### src/rtl/sfi_pkg.sv
package sfi_pkg;
  localparam int DIR_RX = 0;
  localparam int DIR_TX = 1;
  localparam int NUM_DIR = 2;

  typedef enum logic {
    RX_QUIET = 1'b0,
    RX_ARMED = 1'b1
  } rx_state_e;
endpackage

### src/rtl/sfi_edge_sync.sv
module sfi_edge_sync #(
  parameter int STAGES = 2
) (
  input  logic clk,
  input  logic rst,
  input  logic sclk,
  output logic tick
);
  logic [STAGES:0] pipe;

  always_ff @(posedge clk) begin
    if (rst) pipe <= '0;
    else     pipe <= {pipe[STAGES-1:0], sclk};
  end

  assign tick = pipe[STAGES-1] & ~pipe[STAGES];
endmodule

### src/rtl/sfi_en_latch.sv
module sfi_en_latch (
  input  logic clk,
  input  logic rst,
  input  logic tick,
  input  logic en_req,
  output logic en_eff
);
  always_ff @(posedge clk) begin
    if (rst)       en_eff <= 1'b0;
    else if (tick) en_eff <= en_req;
  end
endmodule

### src/rtl/sfi_rx_level.sv
module sfi_rx_level
  import sfi_pkg::*;
#(
  parameter int CNT_W = 5,
  parameter int HALF  = 8
) (
  input  logic             clk,
  input  logic             rst,
  input  logic             en,
  input  logic [CNT_W-1:0] count,
  output logic             irq
);
  rx_state_e state, state_nx;

  always_comb begin
    state_nx = state;
    if (!en)                          state_nx = RX_QUIET;
    else if (count >= CNT_W'(HALF))   state_nx = RX_ARMED;
    else if (count == '0)             state_nx = RX_QUIET;
  end

  always_ff @(posedge clk) begin
    if (rst) state <= RX_QUIET;
    else     state <= state_nx;
  end

  assign irq = (state == RX_ARMED);
endmodule

### src/rtl/sfi_tx_level.sv
module sfi_tx_level #(
  parameter int CNT_W = 5,
  parameter int HALF  = 8
) (
  input  logic             clk,
  input  logic             rst,
  input  logic             en,
  input  logic [CNT_W-1:0] count,
  output logic             irq
);
  always_ff @(posedge clk) begin
    if (rst) irq <= 1'b0;
    else     irq <= en && (count < CNT_W'(HALF));
  end
endmodule

### src/rtl/sfi_irq_top.sv
module sfi_irq_top
  import sfi_pkg::*;
#(
  parameter int DEPTH       = 16,
  parameter int SYNC_STAGES = 2,
  localparam int CNT_W      = $clog2(DEPTH + 1),
  localparam int HALF       = DEPTH / 2
) (
  input  logic             clk,
  input  logic             rst,
  input  logic             sclk,
  input  logic             rx_en,
  input  logic             tx_en,
  input  logic [CNT_W-1:0] rx_count,
  input  logic [CNT_W-1:0] tx_count,
  output logic             rx_irq,
  output logic             tx_irq
);
  logic               sclk_tick;
  logic [NUM_DIR-1:0] en_req;
  logic [NUM_DIR-1:0] en_eff;

  assign en_req[DIR_RX] = rx_en;
  assign en_req[DIR_TX] = tx_en;

  sfi_edge_sync #(.STAGES(SYNC_STAGES)) u_sync (
    .clk  (clk),
    .rst  (rst),
    .sclk (sclk),
    .tick (sclk_tick)
  );

  for (genvar d = 0; d < NUM_DIR; d++) begin : g_dir
    sfi_en_latch u_lat (
      .clk    (clk),
      .rst    (rst),
      .tick   (sclk_tick),
      .en_req (en_req[d]),
      .en_eff (en_eff[d])
    );
  end

  sfi_rx_level #(.CNT_W(CNT_W), .HALF(HALF)) u_rx (
    .clk   (clk),
    .rst   (rst),
    .en    (en_eff[DIR_RX]),
    .count (rx_count),
    .irq   (rx_irq)
  );

  sfi_tx_level #(.CNT_W(CNT_W), .HALF(HALF)) u_tx (
    .clk   (clk),
    .rst   (rst),
    .en    (en_eff[DIR_TX]),
    .count (tx_count),
    .irq   (tx_irq)
  );
endmodule

### config.mk
export PLATFORM = sky130hd
export DESIGN_NAME = sfi_irq_top
export DESIGN_NICKNAME = d
export VERILOG_FILES = /design/src/rtl/sfi_pkg.sv /design/src/rtl/sfi_edge_sync.sv /design/src/rtl/sfi_en_latch.sv /design/src/rtl/sfi_rx_level.sv /design/src/rtl/sfi_tx_level.sv /design/src/rtl/sfi_irq_top.sv
export SDC_FILE = /design/constraint.sdc
export NUM_CORES = 1
export LEC_CHECK = 0
export ABC_CLOCK_PERIOD_IN_PS = 1200
export BUFFER_PORTS_ARGS = -buffer_cell sky130_fd_sc_hd__buf_2
export CAP_MARGIN = 0
export CORE_AREA = 2 2 39 41
export CTS_CLUSTER_DIAMETER = 40
export CTS_CLUSTER_SIZE = 14
export DETAILED_ROUTE_END_ITERATION = 6
export DIE_AREA = 0 0 41 43
export GPL_ROUTABILITY_DRIVEN = 0
export HOLD_SLACK_MARGIN = 0.05
export PLACE_DENSITY_LB_ADDON = 0.08
export SYNTH_ARGS = -nofsm -noshare
export SYNTH_HDL_FRONTEND = slang
export SYNTH_SLANG_ARGS = --single-unit
### constraint.sdc
create_clock -name clk -period 1.2 [get_ports clk]
set_input_delay 0.06 -clock clk [delete_from_list [all_inputs] [get_ports clk]]
set_output_delay 0.06 -clock clk [all_outputs]
set_load 0.05 [all_outputs]
==> metrics.yaml <==
floorplanning:
  boundaryPins: 17
  core_area_um2: 1380
  die_area_um2: 1760
  initial_utilization: 0.166
  floorplan.die.width_um: 41
  core_rows: 14
  floorplan.die.height_um: 43
placement:
  placed_wire_length_estimate_um: 319
  dp_worst_setup_slack_ns: 0.337
  port-buffer-count: 13
  dpl_cell_area_um2: 315
setup_path:
  critical_path_class: "flip-flop to output port"
  critical_path_arrival_ns: 0.82
  cp-start-kind: "flip-flop"
  cp_slowest_stage_delay_ns: 0.32
  cp_slowest_cell: "sky130_fd_sc_hd__dfxtp_1"
  timing.critical_path.to_type: "output port"
  rrSetupSlack_ns: 0.35
  worst-endpoint-required_ns: 1.14
  critical_path_buf_inv_count: 1
  cp_cell_sequence: "buf_2"
  critPathMaxFanout: 2
  worst_path_dominant_cell_family: "flip-flops"
global_routing:
  globalRouteOverflowTotal: 0
  first_global_vias: 216
  gr-usage-all-layers: 0.0755
  antenna_found_initial: 0
  grt_start_max_net_pins: 8
  grt_pass1_wl_um: 800
run:
  maxCapViolations: 0
route:
  vias: 214
  1st_iter_drt_viols: 4
  drt-total-wl_um: 451
  detailedRoute.firstPassIterationCount: 4
  route.detailed.drc: 0
  wl_per_cell_um: 8.05
  antenna_nets_post_route: 0
  route.detailed.vias_per_inst: 3.82
clock_network:
  skew_pair_late_insertion_delay_ns: 0.25
  cts_root_buffer: "sky130_fd_sc_hd__clkbuf_4"
  htree_num_levels: 1
  numCtsBuffers: 3
  cts_tree: "yes"
  clock_path_buffers: 2
  number_of_buffers_inserted_by_post_cts_setup_repair: 0
  worst_setup_hold_path_clk_slew_ns: 0.05
  cts_num_sinks: 7
pwr:
  vdd.ir_drop.worst_mv: 0.615
  power.density_cell_area_nw_per_um2: 1300
  post-layout-total-power_uw: 498
  p_leak_uw: 0.000169
final_layout:
  fillerInstances: 150
  post-route-cell-area_um2: 382
  post_route_cells_drive_above_1_share: 0.450
  multi_input_area_um2: 90.1
  insertedDiodeCount: 0
  final-seq-area_um2: 140
  final_net_count: 56
  syn2layout_area_growth_pct: 65.8
worst_hold_path:
  min_delay_path_class: "input port to flip-flop"
timing:
  worst_slew_margin_rel: 0.836
  totalNegativeSetupSlack_ns: 0
  max_freq_mhz: 1130
  final_critical_path_setup_slack_ns: 0.315
  finClkSkew_ns: 0.00598
  grt_setup_unrepaired: "no"
  finalSetupViolations: 0
  max_slew.worst_pin.slew_ns: 0.248
  min_period_over_period: 0.737
  final_period_minus_worst_setup_slack_ns: 0.885
  slew_limit_fails: 0
  timing_hold_violations_final: 0
yosys:
  ys_types: 9
  syn_area_um2: 230
  number_of_warning_messages_in_the_yosys_log: 0
  synth_seq_area_share: 0.609
  synth_fp_nets: 34
  postSynthRegisterBits: 7
  syn_inst: 19
  syn_area_per_cell_um2: 12.1
status:
  outcome: "finished, final reports clean"
-- worst paths after layout --
| kind | startpoint | depth (start not counted) | endpoint |
|---|---|---|---|
| max reg2reg | u_sync.pipe[2] | 3 | g_dir[1].u_lat.en_eff |
| min | tx_en | 3 | g_dir[1].u_lat.en_eff |
| min reg2reg | u_sync.pipe[0] | 1 | u_sync.pipe[1] |
| max | u_rx.irq | 1 | rx_irq |
-- flip-flops by register name, summed over array words and instances, names as in the netlist --
signal / cells
u_sync.pipe: 3
g_dir.u_lat.en_eff: 2
u_rx.irq: 1
u_tx.irq: 1
-- placed cells by master, fill, tap and decap left out, drive strengths merged --
master and instances:
nor4b 1, o31a 1, and2b 1, nor3b 1, dlygate4sd3 4, dfxtp 7
nor2 2, nor3 1, buf 13, mux2i 2, clkbuf 4, nor2b 3
-- timing repair --
action / CTS / global route
hold buffers: 4 / 0
resized for setup: 0 / 0
endpoints found under the setup margin: 0 / 0
endpoints found under the hold margin: 3 / 0
-- cell usage after synthesis, drive strengths merged --
master / n / area, um2
nor2b: 3 / 18.8
nor4b: 1 / 8.76
nor3b: 1 / 7.51
o31a: 1 / 8.76
dfxtp: 7 / 140
mux2i: 2 / 20.0
nor2: 2 / 7.51
nor3: 1 / 10.0
and2b: 1 / 8.76
-- worst reg2reg max path, delay by kind of cell (launching register included) --
kind | cells | cell delay [ns]
AND/OR/NAND/NOR | 2 | 0.28
flip-flops | 1 | 0.29
multiplexers | 1 | 0.19
-- final cells by class --
class,count,share of cell area
repair buffers,17,0.275
flip-flops and latches,7,0.367
clock buffers,4,0.0689
well taps,16,0.0525
multi-input cells,12,0.236
-- kinds of logic after synthesis --
group | count (synthesis) | share of synthesized area
and+or+nand+nor | 9 | 0.266
DFF | 7 | 0.609
AOI/OAI and AO/OA | 1 | 0.0381
muxes | 2 | 0.0870
-- report_power, final --
group          total (uW)  switching [uW]  internal [uW]
sequential            242            2.14            240
combinational        46.0            16.4           29.6
clock                 210            83.1            127
total                 498             102            396
-- metal layers --
metal / up-vias / wire, um / GRT usage
met1: 96 / 183 / 0.0714
met4: 0 / 0 / 0.0200
met2: 10 / 209 / 0.100
met3: 0 / 58 / 0.0942
li1: 108 / - / -
met5: - / 0 / 0
-- through the flow --
step	util	std cells	hold slack [ns]
2_1_floorplan	-	19	0.132
3_3_place_gp	0.228	48	0.225
3_5_place_dp	0.228	48	0.228
4_1_cts	0.276	56	0.0505
5_1_grt	0.276	56	0.0826
6_report	0.276	56	0.0532
(Power assumes the default switching activity.)
